**config.mk**
```make
export PLATFORM = sky130hd
export DESIGN_NAME = pwrdn_freeze
export DESIGN_NICKNAME = d
export VERILOG_FILES = /design/src/rtl/pwrdn_freeze_pkg.sv /design/src/rtl/pwrdn_freeze_sync.sv /design/src/rtl/pwrdn_freeze_seq.sv /design/src/rtl/pwrdn_freeze_hold.sv /design/src/rtl/pwrdn_freeze.sv
export SDC_FILE = /design/constraint.sdc
export NUM_CORES = 1
export LEC_CHECK = 0
export ABC_AREA = 1
export BUFFER_PORTS_ARGS = -buffer_cell sky130_fd_sc_hd__buf_2
export CORE_MARGIN = 4
export CORE_UTILIZATION = 51
export DETAILED_ROUTE_END_ITERATION = 6
export PLACE_DENSITY = 0.83
export SYNTH_ARGS = -nofsm -noshare
export SYNTH_HDL_FRONTEND = slang
export SYNTH_HIERARCHICAL = 1
export SYNTH_SLANG_ARGS = --single-unit
```
**constraint.sdc**
```tcl
create_clock -name clk -period 3.1 [get_ports clk]
set_input_delay 0.155 -clock clk [delete_from_list [all_inputs] [get_ports clk]]
set_output_delay 0.155 -clock clk [all_outputs]
set_load 0.05 [all_outputs]
```
**src/rtl/pwrdn_freeze_pkg.sv**
```systemverilog
package pwrdn_freeze_pkg;

   typedef enum logic [1:0] {
      PDF_ACTIVE = 2'd0,
      PDF_FROZEN = 2'd1,
      PDF_WAKING = 2'd2
   } pdf_state_e;

   function automatic int unsigned pdf_wake_cycles(input int unsigned mhz,
                                                   input int unsigned ns);
      int unsigned c;
      c = (mhz * ns + 999) / 1000;
      return (c == 0) ? 1 : c;
   endfunction

endpackage

```
**src/rtl/pwrdn_freeze_sync.sv**
```systemverilog
module pwrdn_freeze_sync #(
   parameter int unsigned STAGES = 2
) (
   input  logic clk,
   input  logic rst_n,
   input  logic d_async,
   output logic q_sync
);
   generate
      if (STAGES < 2) begin : g_bad_stages
         $fatal(1, "pwrdn_freeze_sync: STAGES must be at least 2");
      end
   endgenerate

   logic [STAGES-1:0] chain_q;

   genvar gi;
   generate
      for (gi = 0; gi < STAGES; gi++) begin : g_stage
         if (gi == 0) begin : g_first
            always_ff @(posedge clk or negedge rst_n) begin
               if (!rst_n) chain_q[0] <= 1'b0;
               else        chain_q[0] <= d_async;
            end
         end else begin : g_next
            always_ff @(posedge clk or negedge rst_n) begin
               if (!rst_n) chain_q[gi] <= 1'b0;
               else        chain_q[gi] <= chain_q[gi-1];
            end
         end
      end
   endgenerate

   assign q_sync = chain_q[STAGES-1];
endmodule

```
**src/rtl/pwrdn_freeze_seq.sv**
```systemverilog
module pwrdn_freeze_seq
   import pwrdn_freeze_pkg::*;
#(
   parameter int unsigned WAKE_CYC = 100,
   localparam int unsigned CNT_W = (WAKE_CYC < 2) ? 1 : $clog2(WAKE_CYC)
) (
   input  logic       clk,
   input  logic       rst_n,
   input  logic       feat_en,
   input  logic       pd_req,
   output pdf_state_e state_q
);
   generate
      if (WAKE_CYC < 1) begin : g_bad_wake
         $fatal(1, "pwrdn_freeze_seq: WAKE_CYC must be at least 1");
      end
   endgenerate

   localparam logic [CNT_W-1:0] TERM = CNT_W'(WAKE_CYC - 1);

   logic [CNT_W-1:0] wake_cnt_q;

   always_ff @(posedge clk or negedge rst_n) begin
      if (!rst_n) begin
         state_q    <= PDF_ACTIVE;
         wake_cnt_q <= '0;
      end else if (!feat_en) begin
         state_q    <= PDF_ACTIVE;
         wake_cnt_q <= '0;
      end else begin
         unique case (state_q)
            PDF_ACTIVE: begin
               wake_cnt_q <= '0;
               if (pd_req) state_q <= PDF_FROZEN;
            end
            PDF_FROZEN: begin
               wake_cnt_q <= '0;
               if (!pd_req) state_q <= PDF_WAKING;
            end
            PDF_WAKING: begin
               if (pd_req) begin
                  state_q    <= PDF_FROZEN;
                  wake_cnt_q <= '0;
               end else if (wake_cnt_q == TERM) begin
                  state_q    <= PDF_ACTIVE;
                  wake_cnt_q <= '0;
               end else begin
                  wake_cnt_q <= wake_cnt_q + 1'b1;
               end
            end
            default: begin
               state_q    <= PDF_ACTIVE;
               wake_cnt_q <= '0;
            end
         endcase
      end
   end
endmodule

```
**src/rtl/pwrdn_freeze_hold.sv**
```systemverilog
module pwrdn_freeze_hold #(
   parameter int unsigned WIDTH = 8
) (
   input  logic             clk,
   input  logic             rst_n,
   input  logic             pass,
   input  logic [WIDTH-1:0] live,
   output logic [WIDTH-1:0] held_view
);
   generate
      if (WIDTH < 1) begin : g_bad_width
         $fatal(1, "pwrdn_freeze_hold: WIDTH must be at least 1");
      end
   endgenerate

   logic [WIDTH-1:0] keep_q;

   always_ff @(posedge clk or negedge rst_n) begin
      if (!rst_n)    keep_q <= '0;
      else if (pass) keep_q <= live;
   end

   assign held_view = pass ? live : keep_q;
endmodule

```
**src/rtl/pwrdn_freeze.sv**
```systemverilog
module pwrdn_freeze
   import pwrdn_freeze_pkg::*;
#(
   parameter int unsigned OUT_W       = 8,
   parameter int unsigned IN_W        = 8,
   parameter int unsigned CLK_MHZ     = 100,
   parameter int unsigned WAKE_NS     = 1000,
   parameter int unsigned SYNC_STAGES = 2
) (
   input  logic             clk,
   input  logic             rst_n,
   input  logic             cfg_pd_en,
   input  logic             pd_pin,
   input  logic [IN_W-1:0]  pin_in,
   input  logic [OUT_W-1:0] core_out,
   input  logic [OUT_W-1:0] core_oe,
   output logic [IN_W-1:0]  core_in,
   output logic             core_pd_bit,
   output logic [OUT_W-1:0] pad_out,
   output logic [OUT_W-1:0] pad_oe,
   output logic             core_clk_en,
   output logic [1:0]       pd_state
);
   localparam int unsigned WAKE_CYC = pdf_wake_cycles(CLK_MHZ, WAKE_NS);

   generate
      if (CLK_MHZ < 1) begin : g_bad_clk
         $fatal(1, "pwrdn_freeze: CLK_MHZ must be at least 1");
      end
   endgenerate

   logic       pd_req;
   pdf_state_e st;
   logic       pass;

   pwrdn_freeze_sync #(.STAGES(SYNC_STAGES)) u_sync (
      .clk     (clk),
      .rst_n   (rst_n),
      .d_async (pd_pin),
      .q_sync  (pd_req)
   );

   pwrdn_freeze_seq #(.WAKE_CYC(WAKE_CYC)) u_seq (
      .clk     (clk),
      .rst_n   (rst_n),
      .feat_en (cfg_pd_en),
      .pd_req  (pd_req),
      .state_q (st)
   );

   assign pass = (st == PDF_ACTIVE) || !cfg_pd_en;

   pwrdn_freeze_hold #(.WIDTH(OUT_W)) u_hold_out (
      .clk (clk), .rst_n (rst_n), .pass (pass),
      .live (core_out), .held_view (pad_out)
   );

   pwrdn_freeze_hold #(.WIDTH(OUT_W)) u_hold_oe (
      .clk (clk), .rst_n (rst_n), .pass (pass),
      .live (core_oe), .held_view (pad_oe)
   );

   pwrdn_freeze_hold #(.WIDTH(IN_W)) u_hold_in (
      .clk (clk), .rst_n (rst_n), .pass (pass),
      .live (pin_in), .held_view (core_in)
   );

   assign core_pd_bit = cfg_pd_en ? 1'b0 : pd_pin;
   assign core_clk_en = pass;
   assign pd_state    = st;
endmodule

```
# Word level (Yosys, flattened, before mapping)

Index checks and enable logic that the tools add are counted.

Reductions and logical operators: 4
Equality and inequality tests: 6
Add/subtract/negate cells: 1
Muxes and demuxes: 14

Operator list:

| cell                  | count |
|---|---|
| $mux W7               | 4 |
| $mux W8               | 3 |
| $mux W2               | 5 |
| $add A7 B1 Y7 const B | 1 |
| $eq A7 B7 Y1 const B  | 1 |
| $pmux W2 S3           | 1 |
| $ne A4 B3 Y1 const B  | 1 |
| $ne A3 B2 Y1 const B  | 1 |
| $ne A3 B3 Y1 const B  | 1 |
| $reduce_and A3 Y1     | 1 |
| $eq A2 B1 Y1 const B  | 1 |
| $eq A2 B2 Y1 const B  | 1 |
| $logic_not A2 Y1      | 1 |
| $logic_not A1 Y1      | 1 |
| $logic_or A1 B1 Y1    | 1 |
| $mux W1               | 1 |

Bits in registers: 35
Output and inout bits: 28
Word-level logic and storage cells: 32
Input bits: 28

# Depth between registers and ports, before layout

Depth after elaboration: 5
Mapped depth: 6

# Cells and area by module

The synthesis kept the hierarchy.

Modules (own cells, without submodules):

| module            | times used | area an instance (um^2) | seq. area each (um^2) | cells each |
|---|---|---|---|---|
| pwrdn_freeze_hold | 3          | 305.3                   | 200.2                 | 34 |
| pwrdn_freeze_seq  | 1          | 455.4                   | 225.2                 | 56 |
| pwrdn_freeze_sync | 1          | 50.0                    | 50.0                  | 2 |
| pwrdn_freeze      | 1          | 12.5                    | 0.0                   | 3 |

# Least setup slack after synthesis

Ideal clock, no wire load.

Path type: register to register
From: register u_seq.state_q[1]
To: register u_hold_in.keep_q[0]
Required time: 2.837 ns
Buffers on the path: 1
Library setup time: 0.263 ns
Slack: 0.647 ns
Cell stages (with the launch flop): 6
Data arrival time: 2.190 ns
Cells stage by stage: dfrtp_1 o21ai_1 buf_6 inv_2 nand2_1 nand2_1

Cells in the longest elaborated chain, start to end: 3

RTL lines:

| what                     | RTL line                | text |
|---|---|---|
| start: declaration       | pwrdn_freeze_seq.sv:11  | `output pdf_state_e state_q` |
| start signal: assignment | pwrdn_freeze_seq.sv:25  | `state_q <= PDF_ACTIVE;` |
| start signal: assignment | pwrdn_freeze_seq.sv:28  | `state_q <= PDF_ACTIVE;` |
| start signal: assignment | pwrdn_freeze_seq.sv:34  | `if (pd_req) state_q <= PDF_FROZEN;` |
| $logic_not A2 Y1         | pwrdn_freeze.sv:51      | `assign pass = (st == PDF_ACTIVE) \|\| !cfg_pd_en;` |
| $logic_or A1 B1 Y1       | pwrdn_freeze.sv:51      |  |
| named net core_clk_en    | pwrdn_freeze.sv:21      | `output logic core_clk_en,` |
| $mux W8                  | --                      |  |
| named net core_in[0]     | pwrdn_freeze.sv:17      | `output logic [IN_W-1:0] core_in,` |
| end signal: assignment   | pwrdn_freeze_hold.sv:20 | `else if (pass) keep_q <= live;` |
| end: declaration         | pwrdn_freeze_hold.sv:16 | `logic [WIDTH-1:0] keep_q;` |

The timed path passes the listed nets, and every way through them passes these cells.
A chain may end at the register's enable or synchronous reset.

# Worst setup path in the final report

From: register u_seq.state_q[1]
To: output port core_in[1]

Cells in the longest elaborated chain, start to end: 3

RTL lines:

| what               | RTL line |
|---|---|
| $logic_not A2 Y1   | pwrdn_freeze.sv:51 |
| $logic_or A1 B1 Y1 | pwrdn_freeze.sv:51 |
| $mux W8            | -- |
| end: declaration   | pwrdn_freeze.sv:17 |

No other way between the ends.

==> out/metrics.csv <==
metric;value;unit
status;finished clean;
route.detailed.drc;0;
holdPathStages;3;
rr_worst_depth;6;
drt_iter0_drc;57;
antenna_found_initial;0;
tightest_slew;0.7317;ns
critical_path_class;flip-flop to output pin;
setup_viol;0;
firstDrtPassIters;4;
crit_fanout;28;
synth_area_leader_cell;dfrtp_1;
diodes;0;
fin_cells;256;
portBuffers;55;
yosysSeqAreaShare;61.08;%
fill_cells;209;
clockBufferDepth;2;
fin_worst_skew;0.002611;ns
core;0.002567;mm²
h-tree-depth;2;
vias;1195;
num-nets-final;254;
grt_max_degree;36;
fp.dieH;61.03;µm
max_freq;551.8;MHz
drv_cap;0;
slew_viol_final;0;
ys_ff_latch;35;
track_usage;17.76;%
hpwl;2125;µm
grt-ovfl-total;0;
cts_tree;yes;
whs;0.04808;ns
boundaryPins;56;
final_area;0.001831;mm²
post_cts_resized;0;
syn_nets;192;
first_global_vias;1154;
routed_wl;2846;µm
rows;18;
syn_area;0.001434;mm²
end_kind;output pin;
fin_crit_sh;58.46;%
power;1.035;mW
synthCells;163;
arrival;1.66;ns
drive_above_1_share;33.63;%
hold_class;input pin to flip-flop;
p_leak;1.024;nW
clock-sinks;35;
slew_headroom;51.22;%
worstSkewPairLatency;0.31;ns
tns;0;ns
startpoint_type;flip-flop;
routedWlPerCell;11.12;µm
power.density;565.7;mW/mm²
fin_crit;1.812;ns
grt_first_pass_wirelength;4788;µm
area_growth;27.66;%
start_util;55.85;%
ys_types;16;
dieArea;0.003724;mm²
yosysWarnings;6;
synth.avg_cell_area;8.797;µm²
dpl.cell_count;246;
final_antenna_net_count;0;
grt_setup_unrepaired;false;
vdd_ir_drop_max;511.1;µV
synth_top_cell_area_share;61.08;%
cts-root-buf;clkbuf_4;
die_w;61.03;µm
clkSlewWorstSetupHoldPaths;0.10;ns
finalHoldViolCount;0;
ys_top_cells_by_area;dfrtp_1, nand2_1, inv_1, nor2_1, buf_6;
cts-buffers-inserted;5;
postPlaceCellArea;0.001724;mm²
required;2.94;ns
gp_congestion;0.8534;
vias_per_cell;4.668;
layer usage:
metal  vias up  global-route usage, %  share of wire, %
met4         0                  8.359              0.95
met1       547                  21.49                43
li1        615                      -                 -
met2        31                  29.00                50
met3         2                  5.451               5.8
met5         -                      0                 0
stage by stage:
| step | utilization [%] | setup WS (ns) |
|---|---|---|
| 2_1_floorplan | - | 0.6473 |
| 3_3_place_gp | 67.15 | 1.649 |
| 3_5_place_dp | 67.15 | 1.635 |
| 4_1_cts | 71.30 | 1.263 |
| 5_1_grt | 71.30 | 1.117 |
| 6_report | 71.30 | 1.288 |
critical path, cell delays in order (launching register included):
cell	delay [ns]
dfrtp_1	0.42
o21ai_2	0.13
buf_4	0.29
inv_2	0.13
nand2_1	0.09
nand2_1	0.06
buf_2	0.21
kinds of logic after synthesis:
group,share of synthesized area (%)
AO/OA/AOI/OAI,2.006
XOR/XNOR,1.222
flip-flops,61.08
adder cells (fa/ha/maj),0.8725
AND/OR/NAND/NOR,28.80
buffers and inverters,6.021
final cells by class:
| class | instances | area, µm² | share of cell area, % |
|---|---|---|---|
| Inverter | 14 | 52.55 | 2.871 |
| Sequential cell | 35 | 875.8 | 47.85 |
| Clock buffer | 6 | 51.30 | 2.802 |
| Timing Repair Buffer | 58 | 302.8 | 16.54 |
| Multi-Input combinational cell | 111 | 475.5 | 25.97 |
| Tap cell | 30 | 37.54 | 2.051 |
| Clock inverter | 2 | 35.03 | 1.914 |
registers in the layout, indices dropped and copies added, names as in the netlist:
signal             flops
u_seq/wake_cnt_q       7
u_hold_in/keep_q       8
u_seq/state_q          2
u_hold_out/keep_q      8
u_sync/q_sync          1
u_hold_oe/keep_q       8
u_sync/chain_q         1
final timing paths:
kind	start	to	slack, ns
min in group asynchronous	rst_n	u_seq/wake_cnt_q[3]$_DFF_PN0_	0.43
max reg2reg	u_seq/wake_cnt_q[0]$_DFF_PN0_	u_seq/state_q[1]$_DFFE_PN0P_	1.82
max in group asynchronous	rst_n	u_seq/wake_cnt_q[1]$_DFF_PN0_	2.21
min reg2reg	u_sync/chain_q[0]$_DFF_PN0_	u_sync/q_sync$_DFF_PN0_	0.37
max	u_seq/state_q[1]$_DFFE_PN0P_	core_in[1]	1.29
min	core_oe[4]	u_hold_oe/keep_q[4]$_DFF_PN0_	0.05
placed cells by master (no fill, tap or decap), drive strengths merged, types with 2 or more instances in the layout:
master	Yosys	routed
buf	3	56
nand3	4	4
xnor2	2	2
dfrtp	35	35
dlygate4sd3	0	2
inv	14	14
nand2	85	85
clkbuf	0	6
a21oi	2	2
nor2	14	14
report_power, final:
part           leakage (nW)  switching [mW]  total [mW]  internal, mW
clock                0.0482           0.137       0.328         0.191
combinational         0.544           0.164       0.213        0.0489
sequential            0.432         0.00926       0.494         0.485
Yosys cell counts:
cell type and instances:
ha_1 1, nand2_2 1, nand2_1 84, inv_1 10, dfrtp_1 35, o21ai_1 1, nand4_1 1, a21oi_1 1
inv_2 4, xnor2_1 2, nand3_1 4, nor2_2 5, a21oi_2 1, buf_6 3, nor2_1 9, o211a_1 1
what timing repair did:
action,in CTS,in global routing
hold buffers,2,0
endpoints found under the hold margin,36,0
setup buffers,0,0
setup endpoints to repair,0,0
Note: power is estimated with default switching activity, not from simulation.
